## src/rtl/ser_tx_pkg.sv

```systemverilog
package ser_tx_pkg;
  typedef enum logic [2:0] {
    SRC_NONE,
    SRC_DATA,
    SRC_BREAK,
    SRC_IDLE,
    SRC_MARK
  } src_e;
endpackage

```

## src/rtl/ser_tx_hold.sv

```systemverilog
module ser_tx_hold #(
  parameter int DW = 9
) (
  input  logic          clk_i,
  input  logic          rst_ni,
  input  logic          wr_i,
  input  logic [DW-1:0] wr_data_i,
  input  logic          take_i,
  output logic [DW-1:0] data_o,
  output logic          empty_o
);
  logic [DW-1:0] data_q;
  logic          empty_q;

  always_ff @(posedge clk_i or negedge rst_ni) begin
    if (!rst_ni) begin
      data_q  <= '0;
      empty_q <= 1'b1;
    end else begin
      if (take_i) empty_q <= 1'b1;
      // a write in the same cycle as a transfer refills the register
      if (wr_i) begin
        data_q  <= wr_data_i;
        empty_q <= 1'b0;
      end
    end
  end

  assign data_o  = data_q;
  assign empty_o = empty_q;

  a_r6_write_fills: assert property (@(posedge clk_i) disable iff (!rst_ni)
    wr_i |=> !empty_o);
  a_r6_take_empties: assert property (@(posedge clk_i) disable iff (!rst_ni)
    (take_i && !wr_i) |=> empty_o);
endmodule

```

## src/rtl/ser_tx_shift.sv

```systemverilog
module ser_tx_shift #(
  parameter int FW = 11,
  localparam int CW = $clog2(FW + 1)
) (
  input  logic          clk_i,
  input  logic          rst_ni,
  input  logic          tick_i,
  input  logic          load_i,
  input  logic [FW-1:0] vec_i,
  input  logic [CW-1:0] len_i,
  output logic          busy_o,
  output logic          free_o,
  output logic          txd_o
);
  logic [FW-1:0] sh_q;
  logic [CW-1:0] cnt_q;

  assign busy_o = (cnt_q != '0);
  // free now, or the last bit ends on this tick
  assign free_o = !busy_o || (tick_i && cnt_q == CW'(1));
  assign txd_o  = busy_o ? sh_q[0] : 1'b1;

  always_ff @(posedge clk_i or negedge rst_ni) begin
    if (!rst_ni) begin
      sh_q  <= '1;
      cnt_q <= '0;
    end else if (load_i) begin
      sh_q  <= vec_i;
      cnt_q <= len_i;
    end else if (tick_i && busy_o) begin
      sh_q  <= {1'b1, sh_q[FW-1:1]};
      cnt_q <= cnt_q - CW'(1);
    end
  end

  a_r11_load_only_free: assert property (@(posedge clk_i) disable iff (!rst_ni)
    load_i |-> free_o);
  a_r11_no_tick_hold: assert property (@(posedge clk_i) disable iff (!rst_ni)
    (busy_o && !tick_i) |=> ($stable(sh_q) && $stable(cnt_q)));
endmodule

```

## src/rtl/ser_tx_ctrl.sv

```systemverilog
module ser_tx_ctrl import ser_tx_pkg::*; #(
  parameter int BASE_W = 8,
  localparam int DW = BASE_W + 1,
  localparam int FW = BASE_W + 3,
  localparam int CW = $clog2(FW + 1)
) (
  input  logic          clk_i,
  input  logic          rst_ni,
  input  logic          tx_en_i,
  input  logic          brk_i,
  input  logic          nine_i,
  input  logic          wr_i,
  input  logic          empty_i,
  input  logic [DW-1:0] data_i,
  input  logic          free_i,
  input  logic          busy_i,
  output logic          load_o,
  output logic [FW-1:0] vec_o,
  output logic [CW-1:0] len_o,
  output logic          take_o,
  output logic          oe_o,
  output logic          done_o
);
  logic en_q, pre_q, brk_q, mark_q, oe_q, done_q, last_brk_q;
  logic pre_now, brk_now, can_load, pending;
  logic [CW-1:0] frame_len;
  src_e sel;

  assign pre_now   = pre_q | (tx_en_i & ~en_q);
  assign brk_now   = brk_q | (brk_i & tx_en_i);
  assign can_load  = tx_en_i | oe_q;
  assign pending   = pre_now | brk_now | mark_q | ~empty_i;
  assign frame_len = nine_i ? CW'(FW) : CW'(FW - 1);

  // fixed order: preamble, break, post-break mark, data
  always_comb begin
    sel = SRC_NONE;
    if (can_load && free_i) begin
      if (pre_now)       sel = SRC_IDLE;
      else if (brk_now)  sel = SRC_BREAK;
      else if (mark_q)   sel = SRC_MARK;
      else if (!empty_i) sel = SRC_DATA;
    end
  end

  always_comb begin
    vec_o = '1;
    len_o = '0;
    unique case (sel)
      SRC_DATA: begin
        vec_o = nine_i ? {1'b1, data_i, 1'b0}
                       : {2'b11, data_i[BASE_W-1:0], 1'b0};
        len_o = frame_len;
      end
      SRC_BREAK: begin
        vec_o = '0;
        len_o = frame_len;
      end
      SRC_IDLE: begin
        vec_o = '1;
        len_o = frame_len;
      end
      SRC_MARK: begin
        vec_o = '1;
        len_o = CW'(1);
      end
      default: begin
        vec_o = '1;
        len_o = '0;
      end
    endcase
  end

  assign load_o = (sel != SRC_NONE);
  assign take_o = (sel == SRC_DATA);
  assign oe_o   = oe_q;
  assign done_o = done_q;

  always_ff @(posedge clk_i or negedge rst_ni) begin
    if (!rst_ni) begin
      en_q       <= 1'b0;
      pre_q      <= 1'b0;
      brk_q      <= 1'b0;
      mark_q     <= 1'b0;
      oe_q       <= 1'b0;
      done_q     <= 1'b1;
      last_brk_q <= 1'b0;
    end else begin
      en_q   <= tx_en_i;
      pre_q  <= pre_now & (sel != SRC_IDLE);
      brk_q  <= (brk_i & tx_en_i) | (brk_q & (sel != SRC_BREAK));
      mark_q <= (sel == SRC_BREAK) | (mark_q & (sel != SRC_MARK));
      oe_q   <= tx_en_i | (oe_q & (busy_i | load_o | pending));
      done_q <= ~wr_i & ~busy_i & empty_i & ~load_o & ~pre_now & ~brk_now & ~mark_q;
      if (load_o) last_brk_q <= (sel == SRC_BREAK);
    end
  end

  a_r5_mark_before_data: assert property (@(posedge clk_i) disable iff (!rst_ni)
    take_o |-> !last_brk_q);
  a_r7_done_only_idle: assert property (@(posedge clk_i) disable iff (!rst_ni)
    done_o |-> (!busy_i && empty_i));
  a_r9_oe_follows_en: assert property (@(posedge clk_i) disable iff (!rst_ni)
    tx_en_i |=> oe_o);
  a_r10_oe_held_busy: assert property (@(posedge clk_i) disable iff (!rst_ni)
    (oe_o && busy_i) |=> oe_o);
endmodule

```

## src/rtl/ser_tx_top.sv

```systemverilog
module ser_tx_top #(
  parameter int BASE_W = 8,
  localparam int DW = BASE_W + 1,
  localparam int FW = BASE_W + 3,
  localparam int CW = $clog2(FW + 1)
) (
  input  logic          clk_i,
  input  logic          rst_ni,
  input  logic          bit_tick_i,
  input  logic          tx_en_i,
  input  logic          brk_i,
  input  logic          nine_bit_i,
  input  logic          wr_i,
  input  logic [DW-1:0] wr_data_i,
  input  logic          empty_ie_i,
  input  logic          done_ie_i,
  output logic          txd_o,
  output logic          txd_oe_o,
  output logic          empty_o,
  output logic          done_o,
  output logic          empty_irq_o,
  output logic          done_irq_o
);
  logic          take, empty, load, free, busy;
  logic [DW-1:0] held;
  logic [FW-1:0] vec;
  logic [CW-1:0] len;

  ser_tx_hold #(.DW(DW)) u_hold (
    .clk_i     (clk_i),
    .rst_ni    (rst_ni),
    .wr_i      (wr_i),
    .wr_data_i (wr_data_i),
    .take_i    (take),
    .data_o    (held),
    .empty_o   (empty)
  );

  ser_tx_ctrl #(.BASE_W(BASE_W)) u_ctrl (
    .clk_i   (clk_i),
    .rst_ni  (rst_ni),
    .tx_en_i (tx_en_i),
    .brk_i   (brk_i),
    .nine_i  (nine_bit_i),
    .wr_i    (wr_i),
    .empty_i (empty),
    .data_i  (held),
    .free_i  (free),
    .busy_i  (busy),
    .load_o  (load),
    .vec_o   (vec),
    .len_o   (len),
    .take_o  (take),
    .oe_o    (txd_oe_o),
    .done_o  (done_o)
  );

  ser_tx_shift #(.FW(FW)) u_shift (
    .clk_i  (clk_i),
    .rst_ni (rst_ni),
    .tick_i (bit_tick_i),
    .load_i (load),
    .vec_i  (vec),
    .len_i  (len),
    .busy_o (busy),
    .free_o (free),
    .txd_o  (txd_o)
  );

  assign empty_o     = empty;
  assign empty_irq_o = empty & empty_ie_i;
  assign done_irq_o  = done_o & done_ie_i;

  a_r1_released_high: assert property (@(posedge clk_i) disable iff (!rst_ni)
    !txd_oe_o |-> txd_o);
endmodule

```

## config.mk

```make
export PLATFORM = sky130hd
export DESIGN_NAME = ser_tx_top
export DESIGN_NICKNAME = d
export VERILOG_FILES = /design/src/rtl/ser_tx_pkg.sv /design/src/rtl/ser_tx_hold.sv /design/src/rtl/ser_tx_shift.sv /design/src/rtl/ser_tx_ctrl.sv /design/src/rtl/ser_tx_top.sv
export SDC_FILE = /design/constraint.sdc
export NUM_CORES = 1
export LEC_CHECK = 0
export ABC_AREA = 1
export ABC_CLOCK_PERIOD_IN_PS = 1460
export BUFFER_PORTS_ARGS = -buffer_cell sky130_fd_sc_hd__clkbuf_2
export CAP_MARGIN = 40
export CORE_ASPECT_RATIO = 1.4
export CORE_MARGIN = 8
export CORE_UTILIZATION = 51
export CTS_CLUSTER_SIZE = 30
export DETAILED_ROUTE_END_ITERATION = 7
export GPL_TIMING_DRIVEN = 0
export PLACE_DENSITY = 0.75
export RECOVER_POWER = 50
export SYNTH_ARGS = -nofsm -noshare
export SYNTH_HDL_FRONTEND = slang
export SYNTH_SLANG_ARGS = --single-unit
```

## constraint.sdc

```tcl
create_clock -name clk_i -period 1.46 [get_ports clk_i]
set_input_delay 0.292 -clock clk_i [delete_from_list [all_inputs] [get_ports clk_i]]
set_output_delay 0.292 -clock clk_i [all_outputs]
set_load 0.01 [all_outputs]
```

Yosys cells after proc, flatten, opt, wreduce, memory -nomap -nowiden:

Index checks and enable logic that the tools add are counted.

* RAM bits: 0
* input bits: 18
* latch bits: 0
* memories kept: 0
* bits in read-only memories: 0
* bits in registers: 31
* word-level logic and storage cells: 78

* reductions and logical operators: 10
* order comparisons: 0
* add/sub/neg operators: 1
* equal/unequal tests: 8
* multiplexer cells: 16
* multiply operators: 0
* bitwise gates (word level): 33
* shift operators: 0
* divide/modulo/power cells: 0

Operator list (number)
* two-way mux 11 bit: 2
* one-hot mux 11 bit (2 select lines): 1
* AND 1 bit: 14
* two-way mux 3 bit: 4
* OR 1 bit: 11
* two-way mux 10 bit: 1
* two-way mux 4 bit: 2
* inverter 1 bit: 8
* one-hot mux 4 bit (2 select lines): 1
* == test 3 x 2 -> 1 bit (second input constant): 2
* inequality test 3 x 2 -> 1 bit (second input constant): 2
* two-way mux 1 bit: 5
* == test 4 x 1 -> 1 bit (second input constant): 1
* nonzero test 2 bit: 2
* nonzero test 4 bit: 1
* subtractor 4 x 1 -> 4 bit (second input constant): 1
* == test 3 x 1 -> 1 bit (second input constant): 1
* == test 3 bit (second input constant): 1
* logical AND 1 bit: 3
* inequality test 3 bit (second input constant): 1
* nonzero test 3 bit: 1
* OR reduction 3 bit: 1
* logical NOT 1 bit: 1
* logical OR 1 bit: 1

Longest topological paths before layout:

* depth in word-level cells: 11
* gate-level depth with buffers: 10

By module:

From an unflattened synthesis, not the netlist that was laid out.

* cells, all modules: 245
* area total of the unflattened synthesis: 1771.7 µm²

Modules (own cells, without submodules)
* ser_tx_shift: seq. area each 389.1 µm², times used 1, area each 909.6 µm², cells an instance 130
* ser_tx_ctrl: seq. area each 151.4 µm², times used 1, area each 471.7 µm², cells an instance 70
* ser_tx_hold: seq. area each 251.5 µm², times used 1, area each 375.4 µm², cells an instance 41
* ser_tx_top: seq. area each 0.0 µm², times used 1, area each 15.0 µm², cells an instance 4

Worst setup path after synthesis:

OpenSTA, ideal clock, no wires.

* path kind: reg-to-reg
* from: register u_shift.cnt_q[0]
* to: register u_shift.sh_q[0]
* setup slack: -0.071 ns
* buffers on the path: 1
* arrival: 1.470 ns
* cell stages (with the launch flop): 11
* period minus slack after synthesis: 1.531 ns
* cell sequence: dfrtp_1 > inv_1 > ha_1 > inv_1 > nor3_1 > nor2_1 > nand3b_4 > inv_2 > buf_6 > nand2_1 > nand2_1

* word-level cells in the longest chain between the ends: 8
* elaborated cells on any way between the ends: 14
* those cells by class: eq/ne (3); mux (3); reduce/logical (8)

RTL lines
* start, declared: RTL line ser_tx_shift.sv:16 `logic [CW-1:0] cnt_q;`
* start signal, assigned: RTL line ser_tx_shift.sv:29 `cnt_q <= len_i;`
* start signal, assigned: RTL line ser_tx_shift.sv:32 `cnt_q <= cnt_q - CW'(1);`
* == test 4 x 1 -> 1 bit or nonzero test 4 bit (tied branches): RTL line ser_tx_shift.sv:20, ser_tx_shift.sv:18
* logical AND 1 bit or logical NOT 1 bit (tied branches): RTL line ser_tx_shift.sv:20 `assign free_o = !busy_o || (tick_i && cnt_q == CW'(1));`
* logical OR 1 bit: RTL line ser_tx_shift.sv:20
* logical AND 1 bit: RTL line ser_tx_ctrl.sv:38 `if (can_load && free_i) begin`
* two-way mux 3 bit: RTL line ser_tx_ctrl.sv:38
* == test 3 x 2 -> 1 bit or == test 3 x 1 -> 1 bit (tied branches): RTL line ser_tx_ctrl.sv:49 `unique case (sel)`
* one-hot mux 11 bit (2 select lines): RTL line ser_tx_ctrl.sv:49
* two-way mux 11 bit: RTL line ser_tx_shift.sv:27 `end else if (load_i) begin`
* end signal, assigned: RTL line ser_tx_shift.sv:28 `sh_q <= vec_i;`
* end signal, assigned: RTL line ser_tx_shift.sv:31 `sh_q <= {1'b1, sh_q[FW-1:1]};`
* end, declared: RTL line ser_tx_shift.sv:15 `logic [FW-1:0] sh_q;`

Several ways; a longest one is shown, not always the timed one.
A chain may end at the register's enable or synchronous reset.

Final worst setup path:

* from: register u_shift.cnt_q[0]
* to: output port txd_o

* word-level cells in the longest chain between the ends: 2

RTL lines
* nonzero test 4 bit: RTL line ser_tx_shift.sv:18 `assign busy_o = (cnt_q != '0);`
* two-way mux 1 bit: RTL line ser_tx_shift.sv:21 `assign txd_o = busy_o ? sh_q[0] : 1'b1;`
* end, declared: RTL line ser_tx_top.sv:17 `output logic txd_o,`

Every way passes these cells.

==> results.txt <==
DR iter-0 viols: 53
Worst Hold Class: in -> async
Layout Cells excl Fill: 274
fillers: 272
Clock Skew: 0.00789 ns
chip height: 83.8 um
CP cell instances: inv_2, ha_4, inv_4, nor3_4, or2_4, clkbuf_2
Setup crit end kind: primary output
worst-path fanout max: 2
CTS max path bufs: 2
hold buffers post-CTS: 0
MaxCap Viol Count: 0
violated checks: setup timing
max incr delay on CP: 0.39 ns
post-route ant nets: 0
layout cells sized above 1: 39.6%
Core ar.: 0.00312 mm^2
outcome: complete, but fails checks
number of global-route vias before repair: 1475
crit path kind: reg -> out
FF+latch count, synth: 31
initial antenna violation count: 0
Final Hold Fails: 0
dpl cells: 256
CTS tree: yes
area of the multi-input gates: 833 um^2
met3 wire length: 130 um
Peak VDD IR: 0.00133 V
Final nets: 254
Sink Count: 31
switch share: 40.6%
Warnings, synthesis: 0
sequential area share after synthesis: 47.2%
synthesized cell area: 0.00168 mm^2
XOR/XNOR Fraction of Synth Area: 1.04%
Seq pwr share: 34.3%
Final WS setup: -0.157 ns
synthesized instance count: 194
Leak: 0.00106 uW
critical path arrival: 1.33 ns
crit path buf inv count: 3
drt total wl: 3800 um
global-route wire length before repair: 6380 um
clock root cell: clkbuf_8
largest net degree at the start of global routing: 32
sw power: 1680 uW
FMAX: 618 MHz
placer congestion estimate: 0.788
Sequential Area: 793 um^2
Antenna diodes: 0
Worst slew margin: 49.6%
Pwr Total: 4140 uW
main combinational cell family by area after synthesis: simple AND/OR/NAND/NOR gates
total CTS buffers: 5
Avg WL per Cell: 13.9 um
Internal: 2460 uW
worst slew pin tran: 0.757 ns
drt pass-1 iters: 4
# setup viols final: 18
crit path launch type: flip-flop
Std-Cell Rows: 24
Mapped Avg Cell Area: 8.64 um^2
Slowest-stage cell, CP: dfrtp_1
via/cell ratio: 5.26
setup_tns: -1.79 ns
Top Layer Used: met4
total grt overflow: 0
Area Overhead vs Synth: 25.0%
Largest register FFs: 11
Via Count: 1441
mux share of post-synthesis cell area: 5.37%
library cells used by synthesis: 29
Post-Route M1 WL: 1540 um
Adder-Cell Fraction of Synth Area: 1.49%
wire length on met2: 2030 um
RSZ-0062 raised after global routing: true
PwrDens: 1980 mW/mm^2
Biggest register: u_shift.sh_q
minimum clock period: 1.62 ns
compound-cell area share of the yosys netlist: 3.96%
Clk Latency, worst-skew pair: 0.28 ns
number of H-tree levels: 2
DIE AREA: 0.00540 mm^2
I/O Buffers: 23
DP Wirelength: 2560 um
fin. max-slew vios: 0
initial core utilization: 53.7%
GRT Total Usage: 14.8%
fin crit share: 111%
Worst-path clk slew: 0.06 ns
Comb pwr share: 50.3%
Clock power frac: 15.4%
Die W: 64.5 um
Worst EP required: 1.17 ns
Simple-Gate Fraction of Synth Area: 32.7%
Ports: 24
DRC Markers: 0
CP delay by family, top: flip-flops
syn_nets: 214
## power groups by stage
stage,combinational (uW),sequential (uW),clock [uW]
2_1_floorplan,1370,1380,0
3_3_place_gp,1650,1420,0
5_1_grt,2320,1460,690
3_5_place_dp,1690,1430,0
4_1_cts,2000,1420,668
6_report,2080,1420,639
## placed cells by master (no fill, tap or decap), types with 2 or more instances in the layout
master,netlist,routed
nand2_1,55,53
nand3_1,25,25
clkbuf_2,0,22
dfrtp_1,18,17
inv_1,19,16
dfstp_2,13,13
nand4_1,10,10
mux2_2,8,8
buf_4,3,8
buf_6,2,6
o21ai_0,5,5
nor2_1,8,5
clkbuf_8,0,5
nand2_2,3,4
nand2_4,2,4
inv_2,2,3
clkbuf_1,0,3
nor2_2,0,2
nand3_2,2,2
inv_4,0,2
a21oi_1,2,2
buf_2,2,2
ha_4,0,2
## final cells by class
cell class,instances,area share [%]
sequential,31,37.9
multi-input combinational,135,39.8
timing repair buffer,32,9.01
tap,39,2.33
buffer,8,3.16
inverter,21,4.00
clock inverter,1,0.239
clock buffer,7,3.64
## final timing paths
path / end / cells after the start / startpoint / slack [ns]
setup / recovery: txd_o / 6 / u_shift.cnt_q[0]$_DFFE_PN0P_ / -0.16
hold / removal: u_ctrl.oe_o$_DFF_PN0_ / 1 / rst_ni / 0.07
setup reg to reg: u_shift.sh_q[9]$_DFFE_PN1P_ / 10 / u_shift.cnt_q[0]$_DFFE_PN0P_ / -0.14
hold reg to reg: u_shift.sh_q[4]$_DFFE_PN1P_ / 2 / u_shift.sh_q[4]$_DFFE_PN1P_ / 0.47
max in group asynchronous: u_shift.cnt_q[2]$_DFFE_PN0P_ / 1 / rst_ni / 0.86
min in group clk_i: u_hold.data_o[8]$_DFFE_PN0P_ / 3 / wr_data_i[8] / 0.21
## worst register-to-register path: stages, from the launching register on
cell and delay [ns]:
dfrtp_1 0.39, buf_4 0.16, ha_4 0.16, a21oi_4 0.19, nor2_8 0.07, nand2_1 0.11, nand2_2 0.11, nand2_4 0.12
nand3_1 0.10, nand2_1 0.07, nand2_1 0.05
## cells by family after synthesis
family / Yosys count
and+or+nand+nor: 111
xor gates and xnor gates: 2
AOI/OAI and AO/OA: 11
buffers and inverters: 29
DFF: 31
adders and majority gates: 2
muxes: 8
## routing by layer
metal	vias to the layer above	GRT usage, %
li1	715	-
met1	694	14.8
met2	24	26.0
met3	8	4.70
met4	0	7.97
met5	-	0
## stage by stage
stage               instance area, um^2  worst slack [ns]  hold slack, ns  utilization, %
finish                             2100            -0.157          0.0653            67.1
CTS                                2060            -0.221          0.0897            65.9
floorplan                          1700            0.0108        -0.00359               -
global placement                   1860            -0.234           0.399            59.7
detailed placement                 1860            -0.260           0.401            59.7
global route                       2100            -0.223           0.133            67.1
## synth_stat cells, drive strengths merged
cell type | n | area (um^2)
buf | 8 | 58.8
nand3b | 1 | 20.0
a21oi | 4 | 27.5
xnor2 | 1 | 8.76
ha | 2 | 25.0
a31oi | 1 | 6.26
xor2 | 1 | 8.76
nand3 | 27 | 145
nor3 | 2 | 10.0
a21boi | 1 | 7.51
dfrtp | 18 | 450
nor4 | 1 | 6.26
nor2 | 9 | 50.1
o21ai | 5 | 25.0
mux2 | 8 | 90.1
nand2 | 60 | 248
nand4 | 10 | 62.6
dfstp | 13 | 342
or2 | 1 | 6.26
inv | 21 | 78.8
## what timing repair did
action                     CTS  global route
gates resized for setup     15             8
setup buffers                7             1
pin swaps                    6             6
cloned                       1             1
setup endpoints to repair   18            21
No activity file was read; power rests on OpenSTA's default activity.
